<file path="src/rtl/can_fd_timing_pkg.sv">
package can_fd_timing_pkg;
  localparam int CLK_W    = 32;
  localparam int RATE_W   = 32;
  localparam int TQ_W     = 8;
  localparam int SP_W     = 10;
  localparam int PRESC_W  = 10;
  localparam int ERR_W    = 32;
  localparam int DIV_W    = 48;
  localparam int PERMILLE = 1000;
  localparam int ERR_SCALE = 10000;

  localparam logic [DIV_W-1:0] PRESC_MAX = DIV_W'({PRESC_W{1'b1}});
  localparam logic [DIV_W-1:0] RATE_MAX  = DIV_W'({RATE_W{1'b1}});
  localparam logic [DIV_W-1:0] ERR_MAX   = DIV_W'({(ERR_W-1){1'b1}});

  typedef enum logic [1:0] {S_IDLE, S_LAUNCH, S_WAIT} solve_state_t;

  typedef struct packed {
    logic [RATE_W-1:0] rate;
    logic [TQ_W-1:0]   tq;
    logic [SP_W-1:0]   sp;
    logic [TQ_W-1:0]   sjw;
  } phase_cfg_t;

  typedef struct packed {
    logic [PRESC_W-1:0]      presc;
    logic [RATE_W-1:0]       rate;
    logic signed [ERR_W-1:0] err;
    logic [TQ_W-1:0]         tseg1;
    logic [TQ_W-1:0]         tseg2;
    logic [TQ_W-1:0]         sjw;
    logic                    unreach;
  } phase_res_t;
endpackage

</file>
<file path="src/rtl/tq_restoring_div.sv">
module tq_restoring_div #(
  parameter int W = 48
) (
  input  logic         clk,
  input  logic         rst_n,
  input  logic         start,
  input  logic [W-1:0] dividend,
  input  logic [W-1:0] divisor,
  output logic         valid,
  output logic [W-1:0] quotient
);
  localparam int CNT_W = $clog2(W + 1);

  logic [W:0]       rem_q;
  logic [W-1:0]     quo_q, dvs_q, dvd_q;
  logic [CNT_W-1:0] cnt_q;
  logic             run_q, valid_q;
  logic [W:0]       trial;
  logic             fits;

  // shift next dividend bit into the partial remainder, then try the subtract
  assign trial = {rem_q[W-1:0], quo_q[W-1]};
  assign fits  = trial >= {1'b0, dvs_q};

  always_ff @(posedge clk or negedge rst_n) begin
    if (!rst_n) begin
      rem_q   <= '0;
      quo_q   <= '0;
      dvs_q   <= '0;
      dvd_q   <= '0;
      cnt_q   <= '0;
      run_q   <= 1'b0;
      valid_q <= 1'b0;
    end else begin
      valid_q <= 1'b0;
      if (start) begin
        rem_q <= '0;
        quo_q <= dividend;
        dvd_q <= dividend;
        dvs_q <= divisor;
        cnt_q <= CNT_W'(W);
        run_q <= 1'b1;
      end else if (run_q) begin
        rem_q <= fits ? (trial - {1'b0, dvs_q}) : trial;
        quo_q <= {quo_q[W-2:0], fits};
        cnt_q <= cnt_q - 1'b1;
        if (cnt_q == CNT_W'(1)) begin
          run_q   <= 1'b0;
          valid_q <= 1'b1;
        end
      end
    end
  end

  assign valid    = valid_q;
  assign quotient = quo_q;

  // quotient must be the floor of dividend / divisor for a nonzero divisor
  logic [2*W-1:0] chk_prod, chk_dvd, chk_dvs;
  assign chk_prod = {{W{1'b0}}, quo_q} * {{W{1'b0}}, dvs_q};
  assign chk_dvd  = {{W{1'b0}}, dvd_q};
  assign chk_dvs  = {{W{1'b0}}, dvs_q};

  assert_div_floor_R1: assert property (@(posedge clk) disable iff (!rst_n)
    (valid_q && dvs_q != '0) |-> (chk_prod <= chk_dvd && (chk_dvd - chk_prod) < chk_dvs));
endmodule

</file>
<file path="src/rtl/tq_segment_split.sv">
module tq_segment_split
  import can_fd_timing_pkg::*;
(
  input  logic [TQ_W-1:0] tq,
  input  logic [TQ_W:0]   pos_raw,
  input  logic [TQ_W-1:0] sjw_req,
  output logic [TQ_W-1:0] tseg1,
  output logic [TQ_W-1:0] tseg2,
  output logic [TQ_W-1:0] sjw
);
  logic [TQ_W:0] pos_hi, pos;

  always_comb begin
    pos_hi = {1'b0, tq} - 1'b1;
    if (pos_raw < (TQ_W+1)'(2))  pos = (TQ_W+1)'(2);
    else if (pos_raw > pos_hi)   pos = pos_hi;
    else                         pos = pos_raw;
    tseg1 = TQ_W'(pos - 1'b1);
    tseg2 = TQ_W'({1'b0, tq} - pos);
    sjw   = (sjw_req > tseg2) ? tseg2 : sjw_req;
  end

  always_comb begin
    if (tq >= TQ_W'(3)) begin
      assert_seg_floor_R6: assert (tseg1 != '0 && tseg2 != '0);
    end
  end
endmodule

</file>
<file path="src/rtl/can_fd_timing_solver.sv">
module can_fd_timing_solver
  import can_fd_timing_pkg::*;
(
  input  logic                    clk,
  input  logic                    rst_n,
  input  logic                    start,
  input  logic [CLK_W-1:0]        clk_hz,
  input  logic [RATE_W-1:0]       nom_rate_target,
  input  logic [TQ_W-1:0]         nom_tq_total,
  input  logic [SP_W-1:0]         nom_sp_permille,
  input  logic [TQ_W-1:0]         nom_sjw_req,
  input  logic [RATE_W-1:0]       dat_rate_target,
  input  logic [TQ_W-1:0]         dat_tq_total,
  input  logic [SP_W-1:0]         dat_sp_permille,
  input  logic [TQ_W-1:0]         dat_sjw_req,
  output logic                    busy,
  output logic                    done,
  output logic [PRESC_W-1:0]      nom_presc,
  output logic [RATE_W-1:0]       nom_rate_actual,
  output logic signed [ERR_W-1:0] nom_err_bp,
  output logic [TQ_W-1:0]         nom_tseg1,
  output logic [TQ_W-1:0]         nom_tseg2,
  output logic [TQ_W-1:0]         nom_sjw,
  output logic                    nom_unreach,
  output logic [PRESC_W-1:0]      dat_presc,
  output logic [RATE_W-1:0]       dat_rate_actual,
  output logic signed [ERR_W-1:0] dat_err_bp,
  output logic [TQ_W-1:0]         dat_tseg1,
  output logic [TQ_W-1:0]         dat_tseg2,
  output logic [TQ_W-1:0]         dat_sjw,
  output logic                    dat_unreach
);
  localparam int NPH = 2;

  solve_state_t            state_q;
  logic [1:0]              step_q;
  logic                    ph_q;
  logic                    done_q;
  logic [CLK_W-1:0]        clk_q;
  phase_cfg_t              cfg_q [NPH];
  phase_res_t              res_q [NPH];
  phase_cfg_t              cur;

  logic [PRESC_W-1:0]      presc_w;
  logic [RATE_W-1:0]       rate_w;
  logic signed [ERR_W-1:0] err_w;
  logic                    unr_w;

  logic                    div_start, div_valid;
  logic [DIV_W-1:0]        div_dvd, div_dvs, div_q;
  logic [DIV_W-1:0]        prod_bit, prod_presc;
  logic                    err_neg;
  logic [RATE_W-1:0]       err_diff;
  logic [ERR_W-1:0]        err_mag;
  logic [TQ_W-1:0]         seg_t1, seg_t2, seg_sjw;

  assign cur       = cfg_q[ph_q];
  assign div_start = (state_q == S_LAUNCH);

  // operand selection for the four divisions of one phase
  always_comb begin
    prod_bit   = DIV_W'(cur.rate) * DIV_W'(cur.tq);
    prod_presc = DIV_W'(presc_w) * DIV_W'(cur.tq);
    err_neg    = rate_w < cur.rate;
    err_diff   = err_neg ? (cur.rate - rate_w) : (rate_w - cur.rate);
    unique case (step_q)
      2'd0: begin
        div_dvd = DIV_W'(clk_q) + (prod_bit >> 1);
        div_dvs = prod_bit;
      end
      2'd1: begin
        div_dvd = DIV_W'(clk_q) + (prod_presc >> 1);
        div_dvs = prod_presc;
      end
      2'd2: begin
        div_dvd = DIV_W'(err_diff) * DIV_W'(ERR_SCALE) + (DIV_W'(cur.rate) >> 1);
        div_dvs = DIV_W'(cur.rate);
      end
      default: begin
        div_dvd = DIV_W'(cur.sp) * DIV_W'(cur.tq) + DIV_W'(PERMILLE / 2);
        div_dvs = DIV_W'(PERMILLE);
      end
    endcase
    err_mag = (div_q > ERR_MAX) ? ERR_W'(ERR_MAX) : div_q[ERR_W-1:0];
  end

  tq_restoring_div #(.W(DIV_W)) u_div (
    .clk      (clk),
    .rst_n    (rst_n),
    .start    (div_start),
    .dividend (div_dvd),
    .divisor  (div_dvs),
    .valid    (div_valid),
    .quotient (div_q)
  );

  tq_segment_split u_seg (
    .tq      (cur.tq),
    .pos_raw (div_q[TQ_W:0]),
    .sjw_req (cur.sjw),
    .tseg1   (seg_t1),
    .tseg2   (seg_t2),
    .sjw     (seg_sjw)
  );

  always_ff @(posedge clk or negedge rst_n) begin
    if (!rst_n) begin
      state_q <= S_IDLE;
      step_q  <= '0;
      ph_q    <= 1'b0;
      done_q  <= 1'b0;
      clk_q   <= '0;
      presc_w <= '0;
      rate_w  <= '0;
      err_w   <= '0;
      unr_w   <= 1'b0;
      for (int i = 0; i < NPH; i++) begin
        cfg_q[i] <= '0;
        res_q[i] <= '0;
      end
    end else begin
      done_q <= 1'b0;
      unique case (state_q)
        S_IDLE: if (start) begin
          clk_q    <= clk_hz;
          cfg_q[0] <= '{rate: nom_rate_target, tq: nom_tq_total,
                        sp: nom_sp_permille, sjw: nom_sjw_req};
          cfg_q[1] <= '{rate: dat_rate_target, tq: dat_tq_total,
                        sp: dat_sp_permille, sjw: dat_sjw_req};
          ph_q    <= 1'b0;
          step_q  <= '0;
          state_q <= S_LAUNCH;
        end
        S_LAUNCH: state_q <= S_WAIT;
        S_WAIT: if (div_valid) begin
          unique case (step_q)
            2'd0: begin
              if (div_q == '0) begin
                presc_w <= PRESC_W'(1);
                unr_w   <= 1'b1;
              end else if (div_q > PRESC_MAX) begin
                presc_w <= PRESC_W'(PRESC_MAX);
                unr_w   <= 1'b1;
              end else begin
                presc_w <= div_q[PRESC_W-1:0];
                unr_w   <= 1'b0;
              end
            end
            2'd1: rate_w <= (div_q > RATE_MAX) ? RATE_W'(RATE_MAX) : div_q[RATE_W-1:0];
            2'd2: err_w  <= err_neg ? -$signed(err_mag) : $signed(err_mag);
            default: begin
              res_q[ph_q] <= '{presc: presc_w, rate: rate_w, err: err_w,
                               tseg1: seg_t1, tseg2: seg_t2, sjw: seg_sjw,
                               unreach: unr_w};
            end
          endcase
          if (step_q == 2'd3) begin
            if (!ph_q) begin
              ph_q    <= 1'b1;
              step_q  <= '0;
              state_q <= S_LAUNCH;
            end else begin
              done_q  <= 1'b1;
              state_q <= S_IDLE;
            end
          end else begin
            step_q  <= step_q + 2'd1;
            state_q <= S_LAUNCH;
          end
        end
        default: state_q <= S_IDLE;
      endcase
    end
  end

  assign busy = (state_q != S_IDLE);
  assign done = done_q;

  assign nom_presc       = res_q[0].presc;
  assign nom_rate_actual = res_q[0].rate;
  assign nom_err_bp      = res_q[0].err;
  assign nom_tseg1       = res_q[0].tseg1;
  assign nom_tseg2       = res_q[0].tseg2;
  assign nom_sjw         = res_q[0].sjw;
  assign nom_unreach     = res_q[0].unreach;
  assign dat_presc       = res_q[1].presc;
  assign dat_rate_actual = res_q[1].rate;
  assign dat_err_bp      = res_q[1].err;
  assign dat_tseg1       = res_q[1].tseg1;
  assign dat_tseg2       = res_q[1].tseg2;
  assign dat_sjw         = res_q[1].sjw;
  assign dat_unreach     = res_q[1].unreach;

  assert_done_pulse_R8: assert property (@(posedge clk) disable iff (!rst_n)
    done |=> !done);

  assert_done_idle_R8: assert property (@(posedge clk) disable iff (!rst_n)
    done |-> !busy);

  assert_presc_range_R2: assert property (@(posedge clk) disable iff (!rst_n)
    done |-> (nom_presc != '0 && dat_presc != '0));

  assert_sjw_clamp_R7: assert property (@(posedge clk) disable iff (!rst_n)
    done |-> (nom_sjw <= nom_tseg2 && dat_sjw <= dat_tseg2));

  assert_seg_sum_R5: assert property (@(posedge clk) disable iff (!rst_n)
    (done && cfg_q[0].tq >= TQ_W'(3)) |->
      (({1'b0, nom_tseg1} + {1'b0, nom_tseg2} + 1'b1) == {1'b0, cfg_q[0].tq}));

  assert_start_ignored_R9: assert property (@(posedge clk) disable iff (!rst_n)
    (busy && start) |=> (busy || done));
endmodule

</file>
<file path="config.mk">
export PLATFORM = sky130hd
export DESIGN_NAME = can_fd_timing_solver
export DESIGN_NICKNAME = d
export VERILOG_FILES = /design/src/rtl/can_fd_timing_pkg.sv /design/src/rtl/tq_restoring_div.sv /design/src/rtl/tq_segment_split.sv /design/src/rtl/can_fd_timing_solver.sv
export SDC_FILE = /design/constraint.sdc
export NUM_CORES = 2
export LEC_CHECK = 0
export ABC_CLOCK_PERIOD_IN_PS = 16200
export BUFFER_PORTS_ARGS = -buffer_cell sky130_fd_sc_hd__buf_2
export CORE_MARGIN = 2
export CORE_UTILIZATION = 40
export DETAILED_ROUTE_END_ITERATION = 8
export PLACE_DENSITY = 0.55
export SLEW_MARGIN = 20
export SYNTH_ARGS = -nofsm -noshare
export SYNTH_HDL_FRONTEND = slang
export SYNTH_SLANG_ARGS = --single-unit
</file>
<file path="constraint.sdc">
create_clock -name clk -period 16.2 [get_ports clk]
set_input_delay 0.81 -clock clk [delete_from_list [all_inputs] [get_ports clk]]
set_output_delay 0.81 -clock clk [all_outputs]
set_load 0.005 [all_outputs]
</file>
=== Word level (Yosys, flattened, before mapping) ===
Index checks and enable logic that the tools add are counted.
W data, S select, Z words.

* Memories kept: 0
* Memory bits (read-only): 0
* Bits in latches: 0
* RAM bits: 0
* Output and inout port bits: 200
* Word-level logic and storage cells: 142
* Bits in registers: 579

* Shift operators: 0
* Magnitude comparators: 10
* Multiplexer cells: 50
* Reductions and logical operators: 16
* $add $sub $neg: 13
* Multipliers: 4
* Equality and inequality tests: 10
* Divide/modulo/power cells: 0
* Bitwise logic cells: 2

{| class="wikitable"
|+ Operator list
! cell !! count
|-
| $mux W48 || 5
|-
| $bwmux W198 || 1
|-
| $mux W58 || 3
|-
| $pmux W48 S3 || 1
|-
| $mux W32 || 4
|-
| $pmux W40 S3 || 1
|-
| $demux W99 S1 || 1
|-
| $mux W99 || 1
|-
| $sub A32 B32 Y32 || 2
|-
| $ge A49 B48 Y1 || 1
|-
| $gt A48 B10 Y1 const B || 1
|-
| $gt A48 B31 Y1 const B || 1
|-
| $gt A48 B32 Y1 const B || 1
|-
| $logic_not A48 Y1 || 1
|-
| $sub A48 B48 Y48 || 1
|-
| $add A46 B31 Y47 || 1
|-
| $mul A32 B10 Y42 const B || 1
|-
| $add A32 B39 Y40 || 1
|-
| $mul A32 B8 Y40 || 1
|-
| $mul A10 B8 Y18 || 2
|-
| $add A32 B17 Y33 || 1
|-
| $lt A32 B32 Y1 || 1
|-
| $neg A32 Y32 || 1
|-
| $mux W8 || 3
|-
| other kinds (33) || 68
|}

=== Logic depth before layout (Yosys ltp) ===
* Depth in word-level cells: 12
* Gate-level depth with buffers: 55

=== Cells and area by module ===
From an unflattened synthesis, not the netlist that was laid out.

* Cell total of the unflattened synthesis: 6081
* Area, all modules: 55228.0 um2

{| class="wikitable"
|+ By module, submodules not included
! module !! cells an instance !! area an instance (um2) !! times used
|-
| can_fd_timing_solver || 4774 || 44268.7 || 1
|-
| tq_restoring_div || 1112 || 9587.9 || 1
|-
| tq_segment_split || 195 || 1371.3 || 1
|}

=== Least setup slack after synthesis ===
No wires, ideal clock.

* Path kind: reg2reg
* From: register ph_q
* To: register u_div.quo_q[43] (netlist: u_div.quotient[43])
* Slack: 4.169 ns
* Arrival time: 11.944 ns
* Data required time: 16.113 ns
* Period minus slack after synthesis: 12.031 ns
* Stages on the path, launching flop included: 49
* Setup time: 0.087 ns
* Cells stage by stage: dfrtp_1 -> clkbuf_1 -> buf_1 -> clkbuf_1 -> buf_1 -> mux2i_1 -> inv_1 -> ha_1 -> a21oi_1 -> o21bai_1 -> a2111oi_0 -> nand2_1 -> nor3_1 -> o21ai_1 -> nand2_1 -> clkbuf_1 -> buf_1 -> mux2i_1 -> [13 not listed] -> o21ai_0 -> nand3_1 -> a21oi_1 -> o21ai_0 -> nand2b_1 -> a21oi_1 -> xnor2_1 -> ha_1 -> clkbuf_1 -> nand4_1 -> or4_1 -> or3_1 -> a31oi_1 -> nand3_1 -> nor3_1 -> nand3_1 -> or4_1 -> o211ai_1

* Longest elaborated chain between the ends: 10
* Elaborated cells between the ends (all ways): 12

{| class="wikitable"
|+ RTL lines
! item !! RTL line !! source
|-
| from (decl) || can_fd_timing_solver.sv:37 || <nowiki>logic ph_q;</nowiki>
|-
| from (signal assigned) || can_fd_timing_solver.sv:110 || <nowiki>ph_q <= 1'b0;</nowiki>
|-
| from (signal assigned) || can_fd_timing_solver.sv:130 || <nowiki>ph_q <= 1'b0;</nowiki>
|-
| from (signal assigned) || can_fd_timing_solver.sv:159 || <nowiki>ph_q <= 1'b1;</nowiki>
|-
| $not A1 Y2 (not written as such) * || can_fd_timing_solver.sv:57 || <nowiki>assign cur = cfg_q[ph_q];</nowiki>
|-
| $mux W58 (not written as such) * (3 in a row) || can_fd_timing_solver.sv:57 ||
|-
| $sub A32 B32 Y32 / $lt A32 B32 Y1 (equally long branches) || can_fd_timing_solver.sv:65, can_fd_timing_solver.sv:64 ||
|-
| $mux W32 || can_fd_timing_solver.sv:65 || <nowiki>err_diff = err_neg ? (cur.rate - rate_w) : (rate_w - cur.rate);</nowiki>
|-
| $mul A32 B10 Y42 || can_fd_timing_solver.sv:76 || <nowiki>div_dvd = DIV_W'(err_diff) * DIV_W'(ERR_SCALE) + (DIV_W'(cur.rate) >> 1);</nowiki>
|-
| $add A46 B31 Y47 * || can_fd_timing_solver.sv:76 ||
|-
| $pmux W48 S3 * || can_fd_timing_solver.sv:66 || <nowiki>unique case (step_q)</nowiki>
|-
| $mux W48 * || tq_restoring_div.sv:36 || <nowiki>if (start) begin</nowiki>
|-
| to (signal assigned) || tq_restoring_div.sv:38 || <nowiki>quo_q <= dividend;</nowiki>
|-
| to (signal assigned) || tq_restoring_div.sv:45 || <nowiki>quo_q <= {quo_q[W-2:0], fits};</nowiki>
|-
| to (decl) || tq_restoring_div.sv:15 || <nowiki>logic [W-1:0] quo_q, dvs_q, dvd_q;</nowiki>
|}

Every way passes the cells marked *; elsewhere a longest branch is shown, timed or not. The select of a mux whose other input is x is not followed.
A chain may end at the register's enable or synchronous reset.

=== Worst setup path in the final report ===
* From: register ph_q
* To: register u_div.quo_q[45] (netlist: u_div.quotient[45])

Same word-level chain as after synthesis.

==> impl_metrics.ini <==
[status]
status = finished, final reports clean

[sta]
post-route-period-util = 0.886
clock_skew_ns = 0.0423
setup_tns_ns = 0
slew_headroom = 0.223
rsz0062_at_grt = false
tightestPinTransition_ns = 1.14
fmax_ghz = 0.0697
final_hold_viol_count = 0
period_minus_slack_ns = 14.35
final_max_slew_viol_count = 0
setup_viol = 0

[yosys]
synthCells = 6129
ys_types = 105
synth_flop_cell = dfrtp_1
syn_nets = 7119
syn_area_per_cell_um2 = 8.74
synth_edf_count = 0
syn_area_um2 = 53600
yosysSeqAreaShare = 0.267
synth.ff_latch_count = 571
async_flop_share = 1.00
yosysWarnings = 0

[layout]
fin_area_um2 = 59800
n_fill_cell = 13229
layout.nets = 7337
drive_gt1_frac = 0.127
synthToLayoutAreaGrowth_pct = 11.7
final_cell_mix = nand2_1, inv_1, dfrtp_1
postLayoutCoreUtil = 0.449
final_common_cell = nand2_1

[critical_path]
reg2reg_from = ph_q
required_ns = 16.79
crit_path_end_kind = flop
crit_arrival_ns = 14.94
path_buf_inv = 4
worstSetupPathType = flop to flop
crit_path_max_incr_delay_ns = 1.00
crit_slowest_cell = dfrtp_4
r2r-end = u_div.quotient[45]
critPathMaxFanout = 44
crit_path_start_kind = flop
cp_top_family = compound AO/OA/AOI/OAI gates
cp_common_cell = ha_1
reg2regPathDepth = 42
rrSetupSlack_ns = 1.85

[floorplanning]
start_util = 0.402
io_pins = 351
die_y_um = 370
fp.coreArea_um2 = 133000
die_w_um = 370
die-area_um2 = 137000
num_rows = 134

[global_route]
grt_max_degree = 94
antenna_found_initial = 18
grt_usage = 0.273
grt_pass1_wl_um = 285000
grt-ovfl-total = 0
grt_pass1_vias = 44873

[route]
wl_per_cell_um = 22.8
firstDrtPassIters = 8
vias_per_cell = 5.53
top_layer = met5
met1_length_um = 80000
drt_iter0_markers = 3622
antenna_left = 0
wl_met2_um = 86900
wirelength_um = 187000
num_vias = 45281
drc = 0
wl_met3_um = 11100

[clock_network]
postCtsSetupBuffers = 0
cts_made_buffers = 74
post_cts_resized = 0
hold_buffers = 0
cts_sinks = 571
clock_latency_ns = 0.71
tritoncts = yes
cts-root-buf = clkbuf_16
path_clk_slew_ns = 0.06
clk_path_buf_depth = 3
htreeDepth = 3

[placement]
placed_cell_area_um2 = 57200
io_buffer_count = 350
hpwl_um = 145000
gp_congestion = 0.962

[flow_run]
cap_violations = 0

[worst_hold_path]
worstHoldPathType = input pin to async pin
==> registers in the layout, indices dropped and copies added (netlist names), 10 cells and up <==
register,flops
nom_err_bp,32
nom_rate_actual,32
dat_rate_actual,32
u_div.rem_q,48
u_div.quotient,48
cfg_q,116
dat_err_bp,32
dat_presc,10
u_div.dvs_q,40
nom_presc,10
rate_w,32
err_w,32
presc_w,10
clk_q,32
==> cell families after synthesis <==
kind of cell	after synthesis	share of synthesized area
simple gates	1756	0.144
flops	571	0.267
buf+inv	977	0.0691
mux	321	0.0643
xor+xnor	294	0.0480
compound gates	1371	0.161
fa+ha+maj	839	0.247
==> per-layer routing <==
metal  track usage  vias to the layer above
li1              -                    21259
met5             0                        -
met1         0.358                    22311
met3        0.0436                      307
met4         0.118                        4
met2         0.445                     1400
==> cell usage after synthesis (all sizes together), types with 65 or more instances <==
cell / instances / share of area
o21ai: 434 / 0.041
nand2: 873 / 0.061
and2: 65 / 0.0076
xor2: 113 / 0.018
clkbuf: 264 / 0.019
a21o: 134 / 0.019
xnor2: 181 / 0.030
dfrtp: 571 / 0.27
nor2: 389 / 0.027
mux2: 185 / 0.039
mux2i: 136 / 0.025
nand3: 85 / 0.0079
fa: 365 / 0.14
nor3: 78 / 0.0073
a21oi: 349 / 0.033
ha: 474 / 0.11
inv: 678 / 0.047
==> cell type report <==
type                            count  area, um^2  share of cell area
Tap cell                         1768        2210              0.0370
Inverter                          683        2560              0.0428
Timing Repair Buffer              436        2410              0.0402
Clock inverter                     35         556             0.00928
Antenna cell                        9        22.5            0.000376
Multi-Input combinational cell   4581       35700               0.597
Clock buffer                       98        2070              0.0346
Sequential cell                   571       14300               0.239
==> worst max path at each step <==
stage,startpoint,to,slack [ns],depth (start not counted)
2_1_floorplan,ph_q,u_div.quotient[43],4.17,48
3_3_place_gp,ph_q,u_div.quotient[45],2.16,42
3_5_place_dp,ph_q,u_div.quotient[45],1.82,42
4_1_cts,ph_q,u_div.quotient[45],1.77,42
5_1_grt,ph_q,u_div.quotient[45],1.05,42
6_report,ph_q,u_div.quotient[45],1.85,42
==> stage by stage <==
stage | hold slack (ns) | std cells | setup WS, ns
after floorplan | 0.449 | 6129 | 4.17
after global placement | 0.452 | 8039 | 2.16
after detailed placement | 0.458 | 8039 | 1.82
after CTS | 0.0853 | 8172 | 1.77
after global routing | 0.114 | 8175 | 1.05
final | 0.0738 | 8181 | 1.85
Power is not shown: default switching activity piles up to over one toggle a cycle in this logic, so the estimate is an artifact.
